`config.mk`:
```
export PLATFORM = sky130hd
export DESIGN_NAME = irq_restart_ctrl
export DESIGN_NICKNAME = d
export VERILOG_FILES = /design/src/rtl/irq_restart_pkg.sv /design/src/rtl/irq_edge_pend.sv /design/src/rtl/irq_prio_arb.sv /design/src/rtl/irq_entry_seq.sv /design/src/rtl/irq_restart_ctrl.sv
export SDC_FILE = /design/constraint.sdc
export NUM_CORES = 1
export LEC_CHECK = 0
export BUFFER_PORTS_ARGS = -buffer_cell sky130_fd_sc_hd__buf_2
export CAP_MARGIN = 20
export CORE_UTILIZATION = 31
export CTS_CLUSTER_SIZE = 10
export DETAILED_ROUTE_END_ITERATION = 6
export GPL_ROUTABILITY_DRIVEN = 0
export PLACE_DENSITY = 0.59
export SLEW_MARGIN = 25
export SYNTH_ARGS = -nofsm -noshare
export SYNTH_HDL_FRONTEND = slang
export SYNTH_SLANG_ARGS = --single-unit
```
`constraint.sdc`:
```
create_clock -name clk -period 3.9 [get_ports clk]
set_input_delay 0.78 -clock clk [delete_from_list [all_inputs] [get_ports clk]]
set_output_delay 0.78 -clock clk [all_outputs]
set_load 0.01 [all_outputs]
```
`src/rtl/irq_restart_pkg.sv`:
```
// Shared types and vector helpers for the restart interrupt controller.
// Assumes at most a handful of lines per group; the vector formulas cover them.
package irq_restart_pkg;

    // Phases of one interrupt entry
    typedef enum logic [1:0] {
        ENT_IDLE    = 2'd0,
        ENT_PUSH_HI = 2'd1,
        ENT_PUSH_LO = 2'd2,
        ENT_JUMP    = 2'd3
    } ent_state_t;

    // Half-interrupt vectors sit 8 bytes apart starting at 0x2C
    function automatic logic [15:0] half_vector(input int k);
        return 16'h002C + 16'(8 * k);
    endfunction

    // Restart vectors double per line starting at 0x08
    function automatic logic [15:0] rst_vector(input int k);
        return 16'h0008 << k;
    endfunction

endpackage

```
`src/rtl/irq_edge_pend.sv`:
```
// Rising-edge request capture into sticky pending bits.
// Assumes request lines are synchronous to clk. A clear and a new edge in the
// same cycle leave the bit set, so the new request is kept.
module irq_edge_pend #(
    parameter int W = 3
) (
    input  logic         clk,
    input  logic         rst_n,
    input  logic [W-1:0] req_i,
    input  logic [W-1:0] clr_i,
    output logic [W-1:0] pend_o
);
    logic [W-1:0] req_q;
    logic [W-1:0] pend_q;

    // Keep last request level for edge detection
    always_ff @(posedge clk) begin
        if (!rst_n) req_q <= '0;
        else        req_q <= req_i;
    end

    // Set on rising edge, clear on service
    always_ff @(posedge clk) begin
        if (!rst_n) pend_q <= '0;
        else        pend_q <= (pend_q & ~clr_i) | (req_i & ~req_q);
    end

    assign pend_o = pend_q;
endmodule

```
`src/rtl/irq_prio_arb.sv`:
```
// Fixed-priority selector across the masked half group and the restart group.
// Half bits outrank restart bits and lower indices win within a group.
// Purely combinational; grants are one-hot or zero.
module irq_prio_arb
    import irq_restart_pkg::*;
#(
    parameter int NH = 3,
    parameter int NR = 3,
    parameter int AW = 16
) (
    input  logic [NH-1:0] half_pend_i,
    input  logic [NH-1:0] half_mask_i,
    input  logic [NR-1:0] rst_pend_i,
    output logic          any_o,
    output logic [NH-1:0] grant_h_o,
    output logic [NR-1:0] grant_r_o,
    output logic [AW-1:0] vec_o
);
    logic [NH-1:0] eligible;
    logic          taken;

    assign eligible = half_pend_i & ~half_mask_i;
    assign any_o    = (|eligible) | (|rst_pend_i);

    // Walk sources in priority order and grant the first one found
    always_comb begin
        grant_h_o = '0;
        grant_r_o = '0;
        vec_o     = '0;
        taken     = 1'b0;
        for (int k = 0; k < NH; k++) begin
            if (!taken && eligible[k]) begin
                grant_h_o[k] = 1'b1;
                vec_o        = AW'(half_vector(k));
                taken        = 1'b1;
            end
        end
        for (int k = 0; k < NR; k++) begin
            if (!taken && rst_pend_i[k]) begin
                grant_r_o[k] = 1'b1;
                vec_o        = AW'(rst_vector(k));
                taken        = 1'b1;
            end
        end
    end
endmodule

```
`src/rtl/irq_entry_seq.sv`:
```
// Entry sequencer: after an accept it pushes PC high then low byte and loads
// the vector, three busy cycles in total. It latches PC, SP and the vector at
// the accept so the core may change them while stalled.
module irq_entry_seq
    import irq_restart_pkg::*;
#(
    parameter int AW = 16,
    parameter int DW = 8
) (
    input  logic          clk,
    input  logic          rst_n,
    input  logic          accept_i,
    input  logic [AW-1:0] vec_i,
    input  logic [AW-1:0] pc_i,
    input  logic [AW-1:0] sp_i,
    output logic          idle_o,
    output logic          busy_o,
    output logic          mem_we_o,
    output logic [AW-1:0] mem_addr_o,
    output logic [DW-1:0] mem_data_o,
    output logic          sp_we_o,
    output logic [AW-1:0] sp_o,
    output logic          vec_valid_o,
    output logic [AW-1:0] vec_o
);
    ent_state_t    state_q;
    logic [AW-1:0] pc_q, sp_q, vec_q;

    // Advance through the push and jump phases
    always_ff @(posedge clk) begin
        if (!rst_n) state_q <= ENT_IDLE;
        else begin
            case (state_q)
                ENT_IDLE:    if (accept_i) state_q <= ENT_PUSH_HI;
                ENT_PUSH_HI: state_q <= ENT_PUSH_LO;
                ENT_PUSH_LO: state_q <= ENT_JUMP;
                default:     state_q <= ENT_IDLE;
            endcase
        end
    end

    // Hold the context of the accepted entry
    always_ff @(posedge clk) begin
        if (!rst_n) begin
            pc_q  <= '0;
            sp_q  <= '0;
            vec_q <= '0;
        end else if (accept_i && state_q == ENT_IDLE) begin
            pc_q  <= pc_i;
            sp_q  <= sp_i;
            vec_q <= vec_i;
        end
    end

    // Decode the bus outputs from the phase
    always_comb begin
        mem_we_o   = 1'b0;
        mem_addr_o = '0;
        mem_data_o = '0;
        if (state_q == ENT_PUSH_HI) begin
            mem_we_o   = 1'b1;
            mem_addr_o = sp_q - AW'(1);
            mem_data_o = pc_q[AW-1 -: DW];
        end else if (state_q == ENT_PUSH_LO) begin
            mem_we_o   = 1'b1;
            mem_addr_o = sp_q - AW'(2);
            mem_data_o = pc_q[DW-1:0];
        end
    end

    assign idle_o      = (state_q == ENT_IDLE);
    assign busy_o      = !idle_o;
    assign sp_we_o     = (state_q == ENT_PUSH_LO);
    assign sp_o        = sp_q - AW'(2);
    assign vec_valid_o = (state_q == ENT_JUMP);
    assign vec_o       = vec_valid_o ? vec_q : '0;
endmodule

```
`src/rtl/irq_restart_ctrl.sv`:
```
// Top of the restart interrupt controller. It holds the enable flag, the
// shadow that blocks the boundary after an enable, and the half-group mask,
// and it combines capture, arbitration and the entry sequencer.
// Assumes boundary_i is only raised while the core is not stalled.
module irq_restart_ctrl
    import irq_restart_pkg::*;
#(
    parameter int NH = 3,
    parameter int NR = 3,
    parameter int AW = 16,
    parameter int DW = 8
) (
    input  logic          clk,
    input  logic          rst_n,
    input  logic [NH-1:0] half_req_i,
    input  logic [NR-1:0] rst_req_i,
    input  logic          mask_we_i,
    input  logic [NH-1:0] mask_data_i,
    input  logic          ei_i,
    input  logic          di_i,
    input  logic          boundary_i,
    input  logic [AW-1:0] pc_i,
    input  logic [AW-1:0] sp_i,
    output logic          mem_we_o,
    output logic [AW-1:0] mem_addr_o,
    output logic [DW-1:0] mem_data_o,
    output logic          sp_we_o,
    output logic [AW-1:0] sp_o,
    output logic          vec_valid_o,
    output logic [AW-1:0] vec_o,
    output logic          busy_o,
    output logic          ie_o
);
    localparam int NS = NH + NR;

    logic          ie_q, shadow_q;
    logic [NH-1:0] mask_q;
    logic [NH-1:0] half_pend, clr_h, grant_h;
    logic [NR-1:0] rst_pend, clr_r, grant_r;
    logic [NS-1:0] grant_all;
    logic [AW-1:0] arb_vec;
    logic          any_req, idle, accept;

    irq_edge_pend #(.W(NH)) u_half_pend (
        .clk(clk), .rst_n(rst_n), .req_i(half_req_i), .clr_i(clr_h), .pend_o(half_pend)
    );

    irq_edge_pend #(.W(NR)) u_rst_pend (
        .clk(clk), .rst_n(rst_n), .req_i(rst_req_i), .clr_i(clr_r), .pend_o(rst_pend)
    );

    irq_prio_arb #(.NH(NH), .NR(NR), .AW(AW)) u_arb (
        .half_pend_i(half_pend), .half_mask_i(mask_q), .rst_pend_i(rst_pend),
        .any_o(any_req), .grant_h_o(grant_h), .grant_r_o(grant_r), .vec_o(arb_vec)
    );

    assign accept    = idle && boundary_i && ie_q && !shadow_q && any_req;
    assign clr_h     = accept ? grant_h : '0;
    assign clr_r     = accept ? grant_r : '0;
    assign grant_all = {grant_r, grant_h};

    irq_entry_seq #(.AW(AW), .DW(DW)) u_seq (
        .clk(clk), .rst_n(rst_n), .accept_i(accept), .vec_i(arb_vec),
        .pc_i(pc_i), .sp_i(sp_i), .idle_o(idle), .busy_o(busy_o),
        .mem_we_o(mem_we_o), .mem_addr_o(mem_addr_o), .mem_data_o(mem_data_o),
        .sp_we_o(sp_we_o), .sp_o(sp_o), .vec_valid_o(vec_valid_o), .vec_o(vec_o)
    );

    // Enable flag: entry and disable win over enable
    always_ff @(posedge clk) begin
        if (!rst_n)      ie_q <= 1'b0;
        else if (accept) ie_q <= 1'b0;
        else if (di_i)   ie_q <= 1'b0;
        else if (ei_i)   ie_q <= 1'b1;
    end

    // Shadow covers the first boundary after an enable
    always_ff @(posedge clk) begin
        if (!rst_n)          shadow_q <= 1'b0;
        else if (ei_i)       shadow_q <= 1'b1;
        else if (boundary_i) shadow_q <= 1'b0;
    end

    // Half-group mask register, all lines held off after reset
    always_ff @(posedge clk) begin
        if (!rst_n)         mask_q <= '1;
        else if (mask_we_i) mask_q <= mask_data_i;
    end

    assign ie_o = ie_q;
endmodule

```
# Word-level counts from Yosys, hierarchy flattened

Cells that the tools add are included.
W data, S select, Z words.

Flip-flop bits (word level): 67
Input bits: 47
Output and inout bits: 61
Word-level logic and storage cells: 82

Add/subtract/negate cells: 2
Multiplexer cells: 29
Reduce and logical (&&, ||, !) cells: 22
Equal/unequal tests: 4
Bitwise logic cells: 14

Operators with widths:

| cell                    | count |
|---|---|
| $mux W16                | 3 |
| $mux W6                 | 6 |
| $mux W8                 | 2 |
| $sub A16 B1 Y16 const B | 1 |
| $sub A16 B2 Y16 const B | 1 |
| $and A3 B3 Y3           | 5 |
| $not A3 Y3              | 5 |
| $mux W1                 | 14 |
| $logic_and A1 B1 Y1     | 10 |
| $reduce_or A3 Y1        | 3 |
| $logic_not A1 Y1        | 7 |
| $mux W3                 | 2 |
| $or A3 B3 Y3            | 2 |
| $pmux W2 S3             | 1 |
| $eq A2 B2 Y1 const B    | 2 |
| $eq A2 B1 Y1 const B    | 1 |
| $logic_not A2 Y1        | 1 |
| $mux W2                 | 1 |
| $ne A2 B1 Y1 const B    | 1 |
| $reduce_bool A2 Y1      | 1 |
| $not A1 Y1              | 1 |
| $or A1 B1 Y1            | 1 |

# Logic depth before layout (Yosys ltp)

Gate-level depths: netlist of the first run.

Word-level depth: 22
Depth in mapped cells: 7
Gate-level depth less buffers: 6

# Modules after synthesis

From an unflattened synthesis of the first run, not the netlist that was laid out.

Cell total of the unflattened synthesis: 477
Area, all modules: 3862.5 um^2

Modules (own cells, without submodules):

| module           | area an instance (um^2) | times used | cells an instance | seq. area each (um^2) |
|---|---|---|---|---|
| irq_entry_seq    | 2915.3                  | 1          | 383               | 1001.0 |
| irq_edge_pend    | 232.7                   | 2          | 18                | 120.1 |
| irq_restart_ctrl | 256.5                   | 1          | 24                | 100.1 |
| irq_prio_arb     | 225.2                   | 1          | 34                | 0.0 |

# Worst setup path before layout of the first run

OpenSTA, ideal clock, no wires.

Kind: flip-flop to output port
From: register u_seq.sp_q[1]
To: output mem_addr_o[15]
Cell stages (with the launch flop): 7
Slack: 1281 ps
Path buffers: 0
Data arrival time: 1839 ps
Required time: 3120 ps
Path through: dfxtp_1 -> inv_1 -> ha_1 -> or4b_4 -> nor4_4 -> a21oi_1 -> nor3_2

Longest elaborated chain between the ends: 3
Elaborated cells on any way between the ends: 4
Classes of those cells: 2 x add/sub; 2 x mux

Ends and longest elaborated chain:

| item                   | line                   | text |
|---|---|---|
| start, declared        | irq_entry_seq.sv:27    | `logic [AW-1:0] pc_q, sp_q, vec_q;` |
| start signal, assigned | irq_entry_seq.sv:50    | `sp_q <= sp_i;` |
| $sub A16 B2 Y16        | irq_entry_seq.sv:66    | `mem_addr_o = sp_q - AW'(2);` |
| $mux W16               | irq_entry_seq.sv:64    | `end else if (state_q == ENT_PUSH_LO) begin` |
| $mux W16 (*)           | irq_entry_seq.sv:60    | `if (state_q == ENT_PUSH_HI) begin` |
| end, declared          | irq_restart_ctrl.sv:25 | `output logic [AW-1:0] mem_addr_o,` |

Mark *: on every way between the ends. The rest lies on a longest branch, timed or not.

# Final worst setup path of the first run

From: register u_seq.sp_q[1]
To: output mem_addr_o[13]

The elaborated chain is that of the path after synthesis.

==> impl_results.md, run 1 <==
- Least-Margin Pin Slew: about 0.7 ns
- Number of flops mapped to enable cells by yosys: 0
- Synth Area per Inst: 7.939 sq um
- Commonest non-fill, non-tap cell in the layout: nand2_1
- RSZ-0062 raised after global routing: no
- Syn Inst Count: between 400 and 500
- Synth top area share: ~33%
- Number of hold buffers added after CTS: 0
- Area of the multi-input gates: 1952 sq um
- Die W: about 100 um
- WL per Instance: roughly 13 um
- PD cells: between 300 and 400 nW/um^2
- Starting DRT DRC Count: approximately 120
- Startpoint Class: flip-flop
- Final min period: ~3.2 ns
- Clk_lat worst skew: about 0.32 ns
- Clk buf depth: 2
- Hold Crit Class: flip-flop to flip-flop
- Number of CTS-inserted buffers: 5
- Top FF cell, synth: dfxtp_1
- First-pass GRT wire length: ~13 mm
- Vias per cell: ~4.8
- Post_cts resized: 0
- Cells after DPL: between 600 and 700
- Combinational Power Share: 26.5%
- Fin cells: ~630
- Antenna violations before repair: 1
- Fmax: 312.9 MHz
- Register area share after synthesis: between 30% and 40%
- Crit-path max FO: 8
- Synth top area cells: dfxtp_1, mux2i_1, nand2_1, buf_4, o21ai_0
- Critical Path End Type: primary output
- Leak: approximately 1.7 nW
- GRT Util Overall: about 15%
- Synth warn: 0
- Flop pwr share: a little under half
- Int Power: ~0.00086 W
- Mapped Area: ~3300 sq um
- CTS root buf: clkbuf_8
- Routed Wire Length: about 8 mm
- Final Hold Viols: 0
- Seq. cell area: ~1100 sq um
- Final worst path period share: 81.94%
- Yosys cell types: between 50 and 60
- Max cap viols: 0
- DRT Pass-1 Iters: 4
- CTS tree: built
- Final HPWL from detailed placement: ~5.9 mm
- Final nets: roughly 540
- Psw: ~0.00043 W
- Clock power frac: around 27%
- Setup TNS Final: 0 ns
- Vias: ~3000
- I/O Buffers: 95
- DRC: 0
- Filler instances: roughly 1100
- Post-CTS Setup Inserts: 0
- Ys async rst share: 0%
- Sw frac: 33.16%
- Starting density of the core: between 30% and 40%
- Die ar.: between 10000 and 15000 sq um
- Num Clock Sinks: 55
- Critical path class: flip-flop to primary output
- H-tree depth: 2
- VDD IR-drop max: ~0.14 mV
- Final slew viol count: 0
- Largest net degree at the start of global routing: 48
- Status: complete, no violations
- Clock skew: 0.01540 ns
- Synthesis-to-layout area growth: 18.39%
- Worst-path clk slew: 0.12 ns
- WP data arrival: about 2.4 ns
- Die H: 105.0 um
- Vias in the first global route: ~2800
- Most frequent cells in the layout: nand2_1, buf_2, dfxtp_1
- Yosys top cell by area: dfxtp_1
- Final setup fails: 0
- Total gr overflow: 0
- Final Power: roughly 0.0013 W
- Layout cell share with drive strength beyond 1: 24.29%
- Yosys reg bits: 55
- Routed Antenna Nets: 0
- Worst slew margin: around 53%
- Ports: around 110
- Required @ worst endpoint: between 3 and 4 ns
- Core area: just over 10000 sq um
- FP Rows: 37
Yosys cell counts (3+ instances only):
master	instances
a211oi_1	4
a21oi_1	18
a311oi_1	4
and2_1	10
and3_1	3
buf_2	4
buf_4	16
clkbuf_1	19
dfxtp_1	55
ha_1	7
inv_1	13
mux2i_1	38
nand2_1	99
nand2b_1	10
nand3_1	7
nor2_1	12
nor2b_1	5
nor3_1	5
nor4_1	5
o21ai_0	20
o31ai_1	7
xnor2_1	8
xor2_1	8
per-stage QoR:
stage / cell area, sq um / util [%] / hold WS [ns] / setup slack [ns]
global route: 3889 / 37.67 / 0.4776 / 0.3892
global placement: 3786 / 36.67 / 0.4395 / 1.124
finish: 3891 / 37.69 / 0.4580 / 0.7044
floorplan: 3328 / - / 0.4183 / 1.281
detailed placement: 3786 / 36.67 / 0.4434 / 1.052
CTS: 3889 / 37.67 / 0.4618 / 0.6779
flip-flops by register name, summed over array words and instances (netlist names):
signal / cells
ie_o: 1
u_half_pend.req_q: 3
u_seq.vec_q: 4
u_seq.pc_q: 16
u_half_pend.pend_o: 3
u_rst_pend.pend_o: 3
u_seq.sp_q: 16
u_seq.state_q: 2
shadow_q: 1
mask_q: 3
u_rst_pend.req_q: 3
power by group through the flow:
| stage | clock (W) | sequential (W) | combinational (W) |
|---|---|---|---|
| 2_1_floorplan | 0 | 0.000605 | 0.000241 |
| 3_3_place_gp | 0 | 0.000611 | 0.000340 |
| 3_5_place_dp | 0 | 0.000612 | 0.000345 |
| 4_1_cts | 0.000368 | 0.000599 | 0.000346 |
| 5_1_grt | 0.000386 | 0.000602 | 0.000383 |
| 6_report | 0.000349 | 0.000599 | 0.000342 |
final timing paths:
check                                 startpoint             end  slack [ns]  cells after the start
worst min-delay path              u_seq.vec_q[5]  u_seq.vec_q[5]        0.46                      2
worst max-delay path               u_seq.sp_q[1]  mem_addr_o[13]        0.70                      7
worst max register to register  u_seq.state_q[0]   u_seq.pc_q[7]        1.56                      6
worst min register to register    u_seq.vec_q[5]  u_seq.vec_q[5]        0.46                      2
kinds of logic after synthesis:
family          synth area share, %
mux                           11.57
buf+inv                       8.717
xor+xnor                      4.264
flops                         33.50
simple gates                  26.68
compound gates                12.49
fa+ha+maj                     2.665
other cells                  0.1141
worst max-delay path, stage by stage, from the launching register on:
cell	delay [ns]
dfxtp_1	0.39
inv_1	0.19
ha_1	0.34
nor4b_1	0.55
nand4_1	0.21
xor2_1	0.18
nor2_1	0.09
buf_2	0.14
per-layer routing:
layer	global-route usage, %	wire length [um]	part of all wire [%]
met5	0	0	0
met1	19.15	3592	45
met3	3.993	558	7.1
met2	25.02	3707	47
met4	2.414	50	0.63
layout make-up:
class / instances / share of cell area (%)
clock buffers: 5 / 1.768
inverters: 14 / 1.350
flip-flops and latches: 55 / 28.30
well taps: 136 / 4.373
clock inverters: 3 / 0.8682
diodes: 1 / 0.06431
repair buffers: 98 / 13.12
multi-input cells: 315 / 50.16
(Power assumes the default switching activity.)
==> inputs of run 2 (changes only) <==
- ABC_AREA: unset -> 1
- PLACE_DENSITY: 0.59 -> 0.6
- clock period: 3.9 -> 3.3 ns (I/O delays scaled with it)
==> run 2 against run 1 <==
  * Setup slack worse by 0.22 ns
  * Critical path type unchanged
  * Die area is 7.2% lower
  * Sequential share of layout area up 1.8 points
  * Register-to-register slack lost 0.08 ns
  * Critical path depth stayed put
  * First-iteration DRC count shrank 45%
  * Final cell count grew 7.8%
  * Clock power is 16% higher
  * Core utilization grew 1.4 points
==> impl_results.md, run 2 <==
- Status: complete, no violations
- Final slew viol count: 0 (unchanged)
- CTS root buf: clkbuf_8
- Yosys cell types: 28 (-46%)
- I/O Buffers: 95 (unchanged)
- Vias per cell: 4.343 (-8.7%)
- DRT Pass-1 Iters: 4 (unchanged)
- Starting DRT DRC Count: 67 (-45%)
- Synth top area cells: dfxtp_1, nor2_1, nand2_1, o21ai_0, inv_1
- Mapped Area: 3047 sq um (-7.3%)
- FP Rows: 35 (-5.4%)
- Worst path slowest cell: inv_1
- Die H: 101.1 um (-3.7%)
- Yosys reg bits: 55 (unchanged)
- Clock skew: 0.01100 ns (-0.004401 ns)
- Final Hold Viols: 0 (unchanged)
- Final setup fails: 0 (unchanged)
- Post-DP Area: 3562 sq um (-5.9%)
- Yosys top cell by area: dfxtp_1
- Die W: 101.1 um (-3.7%)
- Total gr overflow: 0 (unchanged)
- Critical Path Most Common Cell: inv_1
- CTS tree: built
- Top flop regs: u_seq.pc_q (16), u_seq.sp_q (16), u_seq.vec_q (4)
- Core area: 9371 sq um (-9.2%)
- Synth top area share: 36.14% (+2.6 points)
- Crit-path max cell delay: 0.45 ns (-0.10 ns)
- H-tree depth: 2 (unchanged)
- Vias in the first global route: 2772 (-0.50%)
- Final nets: 600 (+10%)
- Ports: 108 (unchanged)
- Commonest non-fill, non-tap cell in the layout: nor2_1
- Setup TNS Final: 0 ns (unchanged)
- Largest net degree at the start of global routing: 40 (-17%)
- Synth warn: 0 (unchanged)
- Routed Antenna Nets: 0 (unchanged)
- Leading cell types by count after synthesis: nor2_1, nand2_1, dfxtp_1
- Ys async rst share: 0% (unchanged)
- Crit-path cells: inv_1, ha_1, inv_1, nand2_2, inv_1, a22o_1, buf_2
- Syn Inst Count: 458 (+11%)
- WP data arrival: 2.15 ns (-0.27 ns)
- Most frequent cells in the layout: nor2_1, buf_2, nand2_1
- Required @ worst endpoint: 2.64 ns (-0.48 ns)
- Crit-path max FO: 15 (+7)
- Vias: 2936 (-1.6%)
- RSZ-0062 raised after global routing: no
- Final min period: roughly 2.8 ns
- Layout cell share with drive strength beyond 1: 21.39% (-2.9 points)
- Startpoint Class: flip-flop
- Count leader, synth: nor2_1
- Leak: 1.914 nW (+13%)
- Post_cts resized: 0 (unchanged)
- Number of hold buffers added after CTS: 0 (unchanged)
- Clk buf depth: 2 (unchanged)
- GRT Util Overall: 14.91% (+0.074 points)
- Antenna Cells: 0 (-1)
- Finished Cell Area: 3662 sq um (-5.9%)
- First-pass GRT wire length: 12.39 mm (-7.4%)
- DRC: 0 (unchanged)
- Final core occ: 39.08% (+1.4 points)
- VDD IR-drop max: 0.2700 mV (+93%)
- Top FF cell, synth: dfxtp_1
- PD cells: 550.9 nW/um^2 (+66%)
- Least-Margin Pin Slew: 0.8391 ns (+0.1409 ns)
- Filler instances: 1053 (-5.6%)
- WL per Instance: 10.89 um (-14%)
- Number of CTS-inserted buffers: 5 (unchanged)
- Register area share after synthesis: 36.14% (+2.6 points)
- Worst-path clk slew: 0.11 ns (about the same)
- Post-CTS Setup Inserts: 0 (unchanged)
- Synthesis-to-layout area growth: 20.21%
- Routed Wire Length: 7.359 mm (-6.9%)
- Hold Crit Class: flip-flop to flip-flop
- Fmax: around 360 MHz
- Final HPWL from detailed placement: 5.726 mm (-3.6%)
- Worst path buffer plus inverter count: 4 (+2)
- Worst slew margin: 43.91% (-9.5 points)
- Die ar.: 10230 sq um (-7.2%)
- Antenna violations before repair: 1 (unchanged)
- Synth Area per Inst: 6.652 sq um (-16%)
- Critical Path End Type: primary output
- Num Clock Sinks: 55 (unchanged)
- Starting density of the core: 32.51% (+0.67 points)
- CP delay by family, top: buffers and inverters
- Max cap viols: 0 (unchanged)
- Critical path class: flip-flop to primary output
- Final worst path period share: between 80 and 90%
- Clk_lat worst skew: 0.31 ns (about the same)
- Number of flops mapped to enable cells by yosys: 0 (unchanged)
[run 2: path summary, 6_finish.rpt]
path                             from              endpoint  slack, ns  cells past startpoint
setup reg to reg     u_seq.state_q[1]        u_seq.sp_q[12]       1.48                      6
hold / removal    u_rst_pend.req_q[1]  u_rst_pend.pend_o[1]       0.43                      1
hold reg to reg   u_rst_pend.req_q[1]  u_rst_pend.pend_o[1]       0.43                      1
setup / recovery     u_seq.state_q[1]         mem_data_o[4]       0.49                      7
[run 2: power breakdown]
group	switching (W)	leakage, nW	internal, W
registers	0.0000326	0.449	0.000708
logic	0.000542	1.41	0.000330
clock network	0.000242	0.0526	0.000163
total	0.000816	1.91	0.00120
[run 2: area by class of cell]
class                   count  area [sq um]  area share [%]
clock inverters             3         31.28          0.8541
clock buffers               5         68.82           1.879
repair buffers             99         505.5           13.80
inverters                  53         198.9           5.432
multi-input cells         332          1595           43.56
well taps                 129         161.4           4.407
flip-flops and latches     55          1101           30.07
[run 2: kinds of logic after synthesis]
group / synth area share [%]
AND/OR/NAND/NOR: 28.87
buffers and inverters: 12.85
AO/OA/AOI/OAI: 14.25
flip-flops: 36.14
XOR/XNOR: 4.887
adder cells (fa/ha/maj): 2.875
other: 0.1231
[run 2: stage by stage]
stage               cells  hold slack (ns)  worst slack, ns  total power [W]
floorplan             469           0.4079            1.169         0.001331
global placement      668           0.4101           0.9213         0.001628
detailed placement    668           0.4178           0.8119         0.001641
CTS                   676           0.4360           0.4343         0.002056
global route          676           0.4509           0.2287         0.002194
finish                676           0.4311           0.4891         0.002018
[run 2: per-layer routing]
metal  vias up  track usage [%]  share of wire (%)  wire [um]
met5         -                0                  0          0
met4         0            3.679               0.73         54
met3         4            3.658                6.3        462
met2        76            26.64                 47       3434
met1      1275            17.91                 46       3407
li1       1581                -                  -          -
==> inputs of run 3 (changes only) <==
==> constraint.sdc (replaced) <==
create_clock -name clk -period 3.3 [get_ports clk]
set_input_delay 0.165 -clock clk [delete_from_list [all_inputs] [get_ports clk]]
set_output_delay 0.165 -clock clk [all_outputs]
set_load 0.01 [all_outputs]
==> run 3 against run 2 <==
  * Cell area decreased by 0.17%
  * Largest cell class unchanged
  * Via count rose by 1.2%
  * Register-to-register slack barely moved
  * Core utilization down 0.067 points
  * Die area unchanged
  * Final cell count unchanged
  * Largest power group unchanged
==> impl_results.md, run 3 (synthesized netlist as in run 2, its figures left out) <==
- Status: complete, no violations
- Final Power: 0.001986 W (-1.6%)
- Core area: 9371 sq um (unchanged)
- Crit-path max FO: 19 (+4)
- Final slew viol count: 0 (unchanged)
- FP Rows: 35 (unchanged)
- Post-CTS Setup Inserts: 0 (unchanged)
- I/O Buffers: 95 (unchanged)
- H-tree depth: 2 (unchanged)
- Final setup fails: 0 (unchanged)
- Vias per cell: 4.395 (+1.2%)
- Most frequent cells in the layout: nor2_1, buf_2, nand2_1
- Vias in the first global route: 2614 (-5.7%)
- Clk buf depth: 2 (unchanged)
- Critical path class: flip-flop to primary output
- Least-Margin Pin Slew: 0.8244 ns (-0.01476 ns)
- GRT Util Overall: 14.53% (-0.38 points)
- First-pass GRT wire length: 11.96 mm (-3.5%)
- Max cap viols: 0 (unchanged)
- Antenna Cells: 0 (unchanged)
- Layout cell share with drive strength beyond 1: 21.39% (unchanged)
- HP Start: di_i
- DRC: 0 (unchanged)
- Setup crit start: u_seq.state_q[1]
- Total gr overflow: 0 (unchanged)
- CTS tree: built
- Post_cts resized: 0 (unchanged)
- Clk_lat worst skew: 0.30 ns (about the same)
- Clock skew: 0.007900 ns (-0.003098 ns)
- Critical Path End Type: primary output
- Antenna violations before repair: 0 (-1)
- Num Clock Sinks: 55 (unchanged)
- Leak: 1.906 nW (-0.43%)
- Routed Wire Length: 7.305 mm (-0.73%)
- Cells after DPL: 668 (unchanged)
- Final Hold Viols: 0 (unchanged)
- Startpoint Class: flip-flop
- Area of the multi-input gates: 1595 sq um (unchanged)
- Routed Antenna Nets: 0 (unchanged)
- WP data arrival: 2.35 ns (+0.20 ns)
- Number of hold buffers added after CTS: 0 (unchanged)
- Setup TNS Final: 0 ns (unchanged)
- Final min period: 2.513 ns (-0.2981 ns)
- Largest net degree at the start of global routing: 40 (unchanged)
- VDD IR-drop max: 0.2471 mV (-8.5%)
- PD cells: 543.1 nW/um^2 (-1.4%)
- Worst reg-to-reg path cell count: 6 (unchanged)
- Number of CTS-inserted buffers: 5 (unchanged)
- Synthesis-to-layout area growth: 20.00%
- Fmax: 398.0 MHz (+12%)
- Hold depth: 2 (+1)
- Die ar.: 10230 sq um (unchanged)
- Starting DRT DRC Count: 102 (+52%)
- Ports: 108 (unchanged)
- Starting density of the core: 32.51% (unchanged)
- Final nets: 600 (unchanged)
- Worst slew margin: 44.90% (+0.99 points)
- CTS root buf: clkbuf_8
- DRT Pass-1 Iters: 4 (unchanged)
- Reg-to-Reg Start: u_seq.state_q[1]
- Die H: 101.1 um (unchanged)
- Final HPWL from detailed placement: 5.721 mm (about the same)
- Fin cells: 676 (unchanged)
- Hold Crit Class: primary input to flip-flop
- Top flop regs: u_seq.pc_q (16), u_seq.sp_q (16), u_seq.vec_q (4)
- Filler instances: 1077 (+2.3%)
- Required @ worst endpoint: 3.13 ns (+0.49 ns)
- RSZ-0062 raised after global routing: no
- Seq. cell area: 1101 sq um (unchanged)
- Die W: 101.1 um (unchanged)
- WL per Instance: 10.81 um (-0.73%)
- Final worst path period share: 76.15% (-9.0 points)
- Worst-path clk slew: 0.10 ns (about the same)
- Commonest non-fill, non-tap cell in the layout: nor2_1
- Vias: 2971 (+1.2%)
-- run 3: cell count changes in the layout (fill, tap and decap cells not counted) --
| cell | change |
|---|---|
| clkinv_4 | +2 |
| inv_8 | -2 |
| inv_6 | -1 |
| clkinvlp_4 | +1 |
-- run 3: worst paths after layout --
kind	end	slack, ns
worst max register to register	u_seq.sp_q[7]	1.49
worst min-delay path	ie_o	0.01
worst min register to register	u_rst_pend.pend_o[2]	0.43
worst max-delay path	mem_data_o[3]	0.79
-- run 3: stage by stage --
| stage | worst slack (ns) | instance area (sq um) | hold WS, ns | utilization (%) |
|---|---|---|---|---|
| floorplan | 1.664 | 3088 | 0.2360 | - |
| global placement | 1.202 | 3562 | 0.3361 | 38.01 |
| detailed placement | 1.099 | 3562 | 0.3393 | 38.01 |
| CTS | 0.7389 | 3656 | 0.003128 | 39.01 |
| global route | 0.5220 | 3656 | 0.001255 | 39.01 |
| finish | 0.7872 | 3656 | 0.01299 | 39.01 |
-- run 3: layer usage --
layer  global-route usage [%]  share of wire, %  vias to the layer above
met2                    25.27                49                       85
met3                    3.244               6.7                        4
met1                    18.41                44                     1309
li1                         -                 -                     1573
met5                        0                 0                        -
met4                    3.010              0.45                        0
-- run 3: layout make-up --
| type | instances | area share [%] |
|---|---|---|
| Clock buffer | 5 | 1.882 |
| Clock inverter | 3 | 0.6845 |
| Inverter | 53 | 5.441 |
| Multi-Input combinational cell | 332 | 43.63 |
| Timing Repair Buffer | 99 | 13.83 |
| Sequential cell | 55 | 30.12 |
| Tap cell | 129 | 4.415 |
-- run 3: power by group --
| part | switching, W | internal, W | leakage (nW) | total, W |
|---|---|---|---|---|
| registers | 0.0000329 | 0.000707 | 0.449 | 0.000740 |
| clock network | 0.000221 | 0.000152 | 0.0443 | 0.000373 |
| logic | 0.000542 | 0.000331 | 1.41 | 0.000872 |
-- run 3: worst max-delay path: stages, from the launching register on --
cell	delay, ns
dfxtp_1	0.37
inv_1	0.08
ha_1	0.18
buf_4	0.21
inv_1	0.24
nand2_2	0.18
inv_1	0.43
a22o_1	0.21
buf_2	0.13
